`src/rtl/drec_pkg.sv`:
```
package drec_pkg;

  typedef enum logic [1:0] {
    LK_HUNT   = 2'd0,
    LK_CHECK  = 2'd1,
    LK_LOCKED = 2'd2
  } lk_state_e;

endpackage

```
`src/rtl/drec_sync_edge.sv`:
```
module drec_sync_edge (
  input  logic clk,
  input  logic rst_n,
  input  logic hs_i,
  input  logic vs_i,
  output logic hs_rise_o,
  output logic frame_start_o
);

  logic hs_q, hs_d;
  logic vs_line_q, vs_line_d;

  always_comb begin
    hs_d          = hs_i;
    hs_rise_o     = hs_i & ~hs_q;
    frame_start_o = hs_rise_o & vs_i & ~vs_line_q;
    vs_line_d     = hs_rise_o ? vs_i : vs_line_q;
  end

  always_ff @(posedge clk or negedge rst_n) begin
    if (!rst_n) begin
      hs_q      <= 1'b0;
      vs_line_q <= 1'b0;
    end else begin
      hs_q      <= hs_d;
      vs_line_q <= vs_line_d;
    end
  end

endmodule

```
`src/rtl/drec_span_counter.sv`:
```
module drec_span_counter #(
  parameter int TOTAL  = 1650,
  parameter int OFFSET = 260,
  parameter int ACTIVE = 1280,
  parameter int IW     = $clog2(ACTIVE)
) (
  input  logic          clk,
  input  logic          rst_n,
  input  logic          step_i,
  input  logic          restart_i,
  output logic          win_o,
  output logic [IW-1:0] idx_o,
  output logic          len_ok_o,
  output logic          overrun_o
);

  localparam int            CW   = $clog2(TOTAL + 1);
  localparam logic [CW-1:0] LAST = CW'(TOTAL - 1);
  localparam logic [CW-1:0] SAT  = CW'(TOTAL);
  localparam logic [CW-1:0] LO   = CW'(OFFSET);
  localparam logic [CW-1:0] HI   = CW'(OFFSET + ACTIVE);

  logic [CW-1:0] cnt_q, cnt_d;

  always_comb begin
    if (restart_i)
      cnt_d = '0;
    else if (step_i && (cnt_q != SAT))
      cnt_d = CW'(cnt_q + 1'b1);
    else
      cnt_d = cnt_q;
    win_o     = (cnt_d >= LO) && (cnt_d < HI);
    idx_o     = IW'(cnt_d - LO);
    len_ok_o  = (cnt_q == LAST);
    overrun_o = step_i & ~restart_i & (cnt_q == LAST);
  end

  always_ff @(posedge clk or negedge rst_n) begin
    if (!rst_n) cnt_q <= '0;
    else        cnt_q <= cnt_d;
  end

endmodule

```
`src/rtl/drec_lock_ctrl.sv`:
```
module drec_lock_ctrl
  import drec_pkg::*;
(
  input  logic clk,
  input  logic rst_n,
  input  logic hs_rise_i,
  input  logic frame_start_i,
  input  logic h_len_ok_i,
  input  logic v_len_ok_i,
  input  logic h_over_i,
  input  logic v_over_i,
  output logic lock_nxt_o,
  output logic lock_o
);

  lk_state_e st_q, st_d;
  logic      clean_q, clean_d;
  logic      line_bad;

  always_comb begin
    st_d     = st_q;
    clean_d  = clean_q;
    line_bad = (hs_rise_i & ~h_len_ok_i) | h_over_i | v_over_i;
    if (st_q == LK_HUNT) begin
      if (frame_start_i) begin
        st_d    = LK_CHECK;
        clean_d = 1'b1;
      end
    end else begin
      if (frame_start_i) begin
        st_d    = (clean_q & ~line_bad & v_len_ok_i) ? LK_LOCKED : LK_CHECK;
        clean_d = 1'b1;
      end else if (line_bad) begin
        st_d    = LK_CHECK;
        clean_d = 1'b0;
      end
    end
    lock_nxt_o = (st_d == LK_LOCKED);
    lock_o     = (st_q == LK_LOCKED);
  end

  always_ff @(posedge clk or negedge rst_n) begin
    if (!rst_n) begin
      st_q    <= LK_HUNT;
      clean_q <= 1'b0;
    end else begin
      st_q    <= st_d;
      clean_q <= clean_d;
    end
  end

endmodule

```
`src/rtl/drec_out_stage.sv`:
```
module drec_out_stage #(
  parameter int XW = 11,
  parameter int YW = 10,
  parameter int PW = 24
) (
  input  logic          clk,
  input  logic          rst_n,
  input  logic          de_d,
  input  logic [XW-1:0] x_d,
  input  logic [YW-1:0] y_d,
  input  logic [PW-1:0] rgb_d,
  input  logic          hs_d,
  input  logic          vs_d,
  output logic          de_o,
  output logic [XW-1:0] x_o,
  output logic [YW-1:0] y_o,
  output logic [PW-1:0] rgb_o,
  output logic          hs_o,
  output logic          vs_o
);

  always_ff @(posedge clk or negedge rst_n) begin
    if (!rst_n) begin
      de_o  <= 1'b0;
      x_o   <= '0;
      y_o   <= '0;
      rgb_o <= '0;
      hs_o  <= 1'b0;
      vs_o  <= 1'b0;
    end else begin
      de_o  <= de_d;
      x_o   <= x_d;
      y_o   <= y_d;
      rgb_o <= rgb_d;
      hs_o  <= hs_d;
      vs_o  <= vs_d;
    end
  end

endmodule

```
`src/rtl/drec_video_de_recover.sv`:
```
module drec_video_de_recover #(
  parameter int H_ACTIVE = 1280,
  parameter int H_FP     = 110,
  parameter int H_SYNC   = 40,
  parameter int H_BP     = 220,
  parameter int V_ACTIVE = 720,
  parameter int V_FP     = 5,
  parameter int V_SYNC   = 5,
  parameter int V_BP     = 20,
  parameter int COLOR_W  = 8,
  localparam int PW      = 3 * COLOR_W,
  localparam int XW      = $clog2(H_ACTIVE),
  localparam int YW      = $clog2(V_ACTIVE)
) (
  input  logic          clk,
  input  logic          rst_n,
  input  logic          hs_i,
  input  logic          vs_i,
  input  logic [PW-1:0] rgb_i,
  output logic          de_o,
  output logic          hs_o,
  output logic          vs_o,
  output logic [PW-1:0] rgb_o,
  output logic [XW-1:0] x_o,
  output logic [YW-1:0] y_o,
  output logic          lock_o
);

  localparam int H_TOTAL = H_ACTIVE + H_FP + H_SYNC + H_BP;
  localparam int V_TOTAL = V_ACTIVE + V_FP + V_SYNC + V_BP;
  localparam int H_OFF   = H_SYNC + H_BP;
  localparam int V_OFF   = V_SYNC + V_BP;

  logic          hs_rise, frame_start;
  logic          h_win, v_win;
  logic [XW-1:0] h_idx;
  logic [YW-1:0] v_idx;
  logic          h_len_ok, v_len_ok, h_over, v_over;
  logic          lock_nxt;
  logic          de_d;
  logic [XW-1:0] x_d;
  logic [YW-1:0] y_d;

  drec_sync_edge edge_i (
    .clk           (clk),
    .rst_n         (rst_n),
    .hs_i          (hs_i),
    .vs_i          (vs_i),
    .hs_rise_o     (hs_rise),
    .frame_start_o (frame_start)
  );

  drec_span_counter #(
    .TOTAL  (H_TOTAL),
    .OFFSET (H_OFF),
    .ACTIVE (H_ACTIVE),
    .IW     (XW)
  ) hcnt_i (
    .clk       (clk),
    .rst_n     (rst_n),
    .step_i    (1'b1),
    .restart_i (hs_rise),
    .win_o     (h_win),
    .idx_o     (h_idx),
    .len_ok_o  (h_len_ok),
    .overrun_o (h_over)
  );

  drec_span_counter #(
    .TOTAL  (V_TOTAL),
    .OFFSET (V_OFF),
    .ACTIVE (V_ACTIVE),
    .IW     (YW)
  ) vcnt_i (
    .clk       (clk),
    .rst_n     (rst_n),
    .step_i    (hs_rise),
    .restart_i (frame_start),
    .win_o     (v_win),
    .idx_o     (v_idx),
    .len_ok_o  (v_len_ok),
    .overrun_o (v_over)
  );

  drec_lock_ctrl lock_i (
    .clk           (clk),
    .rst_n         (rst_n),
    .hs_rise_i     (hs_rise),
    .frame_start_i (frame_start),
    .h_len_ok_i    (h_len_ok),
    .v_len_ok_i    (v_len_ok),
    .h_over_i      (h_over),
    .v_over_i      (v_over),
    .lock_nxt_o    (lock_nxt),
    .lock_o        (lock_o)
  );

  always_comb begin
    de_d = h_win & v_win & lock_nxt;
    x_d  = de_d ? h_idx : '0;
    y_d  = de_d ? v_idx : '0;
  end

  drec_out_stage #(
    .XW (XW),
    .YW (YW),
    .PW (PW)
  ) out_i (
    .clk   (clk),
    .rst_n (rst_n),
    .de_d  (de_d),
    .x_d   (x_d),
    .y_d   (y_d),
    .rgb_d (rgb_i),
    .hs_d  (hs_i),
    .vs_d  (vs_i),
    .de_o  (de_o),
    .x_o   (x_o),
    .y_o   (y_o),
    .rgb_o (rgb_o),
    .hs_o  (hs_o),
    .vs_o  (vs_o)
  );

endmodule

```
`config.mk`:
```
export PLATFORM = sky130hd
export DESIGN_NAME = drec_video_de_recover
export DESIGN_NICKNAME = d
export VERILOG_FILES = /design/src/rtl/drec_pkg.sv /design/src/rtl/drec_sync_edge.sv /design/src/rtl/drec_span_counter.sv /design/src/rtl/drec_lock_ctrl.sv /design/src/rtl/drec_out_stage.sv /design/src/rtl/drec_video_de_recover.sv
export SDC_FILE = /design/constraint.sdc
export NUM_CORES = 1
export LEC_CHECK = 0
export ABC_CLOCK_PERIOD_IN_PS = 4300
export BUFFER_PORTS_ARGS = -buffer_cell sky130_fd_sc_hd__buf_2
export CAP_MARGIN = 0
export CORE_UTILIZATION = 45
export CTS_CLUSTER_DIAMETER = 80
export DETAILED_ROUTE_END_ITERATION = 16
export GPL_ROUTABILITY_DRIVEN = 0
export PLACE_DENSITY = 0.64
export SETUP_SLACK_MARGIN = 0.1
export SYNTH_ARGS = -nofsm -noshare
export SYNTH_HDL_FRONTEND = slang
export SYNTH_SLANG_ARGS = --single-unit
```
`constraint.sdc`:
```
create_clock -name clk -period 4.3 [get_ports clk]
set_input_delay 0.43 -clock clk [delete_from_list [all_inputs] [get_ports clk]]
set_output_delay 0.43 -clock clk [all_outputs]
set_load 0.01 [all_outputs]
```
==> impl_metrics.env <==
export IMPL_status="completed"
export IMPL_top_usage_layer="met2"
export IMPL_wl_um=8075
export IMPL_numPlacedInstances=489
export IMPL_antenna_found_initial=0
export IMPL_start_util_pct=46.62
export IMPL_die_y_um=91.47
export IMPL_ys_async_sr_fraction_pct=100.0
export IMPL_arrival_ns=3.85
export IMPL_pin_count=77
export IMPL_crit_path_max_fanout=22
export IMPL_path_class="reg2reg"
export IMPL_dieArea_um2=8367
export IMPL_grt_util_met3_pct=4.104
export IMPL_holdWs_ns=0.1768
export IMPL_cts_hold_buffers=0
export IMPL_fmax_ghz=0.2783
export IMPL_placement_rows=32
export IMPL_synth_distinct_cells=57
export IMPL_grt_usage_pct=20.72
export IMPL_synth_seq_cells=73
export IMPL_power_density_nw_per_um2=434.8
export IMPL_max_slew_margin_pct=29.30
export IMPL_h_tree_depth=3
export IMPL_drv_cap=0
export IMPL_grt_util_met2_pct=32.83
export IMPL_grt_pass1_vias=2687
export IMPL_start_kind="flip-flop"
export IMPL_dpl_cell_area_um2=4048
export IMPL_dieWidth_um=91.47
export IMPL_final_layout_size_suffix_gt1_share_pct=31.27
export IMPL_yosys_most_used_dff="dfrtp_1"
export IMPL_postSynthAreaPerCell_um2=11.15
export IMPL_first_pass_iters=4
export IMPL_wl_per_cell_um=15.99
export IMPL_holdCritPathClass="in2reg"
export IMPL_cts_resized=0
export IMPL_fin_tns_setup_ns=0
export IMPL_ant_nets=0
export IMPL_syn_area_um2=3602
export IMPL_regToRegSetupSlack_ns=0.71
export IMPL_n_antenna_cell=0
export IMPL_synth_nets=361
export IMPL_cts_num_sinks=73
export IMPL_vias_per_cell=5.485
export IMPL_path_clk_slew_ns=0.09
export IMPL_drt_initial_drc_count=115
export IMPL_dp_hpwl_um=5787
export IMPL_gr_total_overflow=0
export IMPL_synth_cells=323
export IMPL_period_needed_ns=3.593
export IMPL_worst_pin_slew_ns=1.052
export IMPL_vdd_drop_max_mv=0.2334
export IMPL_met1_usage_pct=27.48
export IMPL_grt_pass1_wl_um=13460
export IMPL_endpoint_kind="flip-flop"
export IMPL_clock_root_buffer="clkbuf_8"
export IMPL_rsz0062_at_grt="false"
export IMPL_p_leak_nw=1.936
export IMPL_final_cell_area_um2=4255
export IMPL_core_area_um2=7727
export IMPL_grt_max_degree=74
export IMPL_area_growth_pct=18.13
export IMPL_yosys_warnings=0
export IMPL_clk_latency_ns=0.35
export IMPL_drc=0
export IMPL_cts_tree="done"
export IMPL_synth_edf_count=0
export IMPL_final_hold_viol_count=0
export IMPL_required_ns=4.55
export IMPL_setup_viol_count_final=0
export IMPL_clock_path_buffers=2
export IMPL_numCtsBuffers=9
export IMPL_nNetsFinal=436
export IMPL_finClkSkew_ns=0.01310
export IMPL_io_buffers=76
export IMPL_fin_crit_sh_pct=83.56
export IMPL_cts_setup_buffers=0
export IMPL_final_max_slew_violation_count=0
export IMPL_yosysSeqAreaShare_pct=50.71
export IMPL_num_vias=2770
export IMPL_instances_no_fill=505
-- cell type report --
class,count,area (um^2)
Timing Repair Buffer,79,405.4
Tap cell,102,127.6
Clock inverter,7,83.83
Clock buffer,9,123.9
Fill cell,699,3472
Inverter,13,48.80
Sequential cell,73,1827
Multi-Input combinational cell,222,1639
-- synth_stat cells, drive strengths merged, types with 3 or more instances --
cell     n  area, um^2
or4      3       22.52
a211oi   6       60.06
nand2   16       60.06
clkbuf  10       37.54
nor2    26       97.59
a21oi   13       65.06
buf      5       50.04
dfrtp   73        1827
or3      3       23.77
o31ai    5       37.54
a31oi    3       18.77
nand3   10       50.05
nor4     6       67.56
and3     4       25.02
ha      10       125.1
nor3    23       206.5
and4     3       26.28
nand4    6       52.55
inv     13       48.80
xnor2   21       183.9
and2     6       37.54
nor3b    4       40.03
nand2b   5       31.28
xor2     6       52.55
o21ai   10       50.05
-- power by group --
| group | internal [mW] | switching, mW | total (mW) | leakage, nW |
|---|---|---|---|---|
| Sequential | 0.739 | 0.0690 | 0.808 | 0.941 |
| Clock | 0.279 | 0.288 | 0.567 | 0.103 |
| Combinational | 0.191 | 0.284 | 0.476 | 0.892 |
-- per-stage QoR --
stage                     util [%]  power (mW)  setup slack, ns
final                        55.07       1.850           0.7071
after global routing         55.07       1.962           0.3890
after CTS                    55.07       1.866           0.7287
after detailed placement     52.38       1.296           0.7622
after global placement       52.38       1.293           0.8230
after floorplan                  -       1.160            1.221
-- placed cells by master, fill, tap and decap left out, types with 3 or more instances in the layout --
master / n
clkbuf_8: 9
buf_4: 4
ha_1: 10
xnor2_1: 21
nor3_2: 16
nand3_1: 10
or4_1: 3
nor2_1: 26
buf_2: 75
and4_1: 3
nor3_1: 6
o21ai_0: 10
xor2_1: 6
nor4_1: 4
inv_1: 13
a21oi_1: 13
nand2_1: 16
inv_6: 3
and3_1: 4
a211oi_2: 3
a211oi_1: 3
nand2b_1: 5
and2_1: 6
dfrtp_1: 73
nand4_1: 5
o31ai_1: 5
a31oi_1: 3
-- logic make-up after synthesis --
kind of cell / Yosys count / synth area share [%]
AO/OA/AOI/OAI: 56 / 11.60
XOR/XNOR: 27 / 6.565
adder cells (fa/ha/maj): 10 / 3.473
buffers and inverters: 28 / 3.786
flip-flops: 73 / 50.71
multiplexers: 3 / 0.8684
AND/OR/NAND/NOR: 126 / 22.99
-- sequential cells by signal (all words and copies together), names as in the netlist --
| name | flops |
|---|---|
| out_i.x_o | 11 |
| out_i.de_o | 1 |
| out_i.vs_o | 1 |
| lock_i.clean_q | 1 |
| hcnt_i.cnt_q | 11 |
| out_i.y_o | 10 |
| out_i.rgb_o | 24 |
| lock_i.st_q | 2 |
| edge_i.vs_line_q | 1 |
| edge_i.hs_q | 1 |
| vcnt_i.cnt_q | 10 |
-- critical path: stages (launching register included) --
cell and delay [ns]:
dfrtp_1 0.46, nor3b_1 0.36, nand4_1 0.23, and2_1 0.25, xnor2_1 0.23, or2_2 0.17
ha_1 0.23, inv_1 0.07, o311a_1 0.39, o2111ai_1 0.30, nand4_4 0.47, a211oi_2 0.33
-- path summary, 6_finish.rpt --
path / cells after the start / to / from
max in group asynchronous: 1 / hcnt_i.cnt_q[0] / rst_n
worst min register to register: 2 / edge_i.vs_line_q / edge_i.vs_line_q
worst max-delay path: 11 / out_i.y_o[7] / vcnt_i.cnt_q[4]
min in group asynchronous: 1 / vcnt_i.cnt_q[8] / rst_n
worst min-delay path: 1 / out_i.rgb_o[13] / rgb_i[13]
worst max register to register: 11 / out_i.y_o[7] / vcnt_i.cnt_q[4]
-- metal layers --
layer | share of wire, % | wire length, um
met1 | 44 | 3566
met2 | 50 | 4028
met3 | 3.7 | 297
met4 | 2.3 | 182
met5 | 0 | 0
No activity file was read; power rests on OpenSTA's default activity.
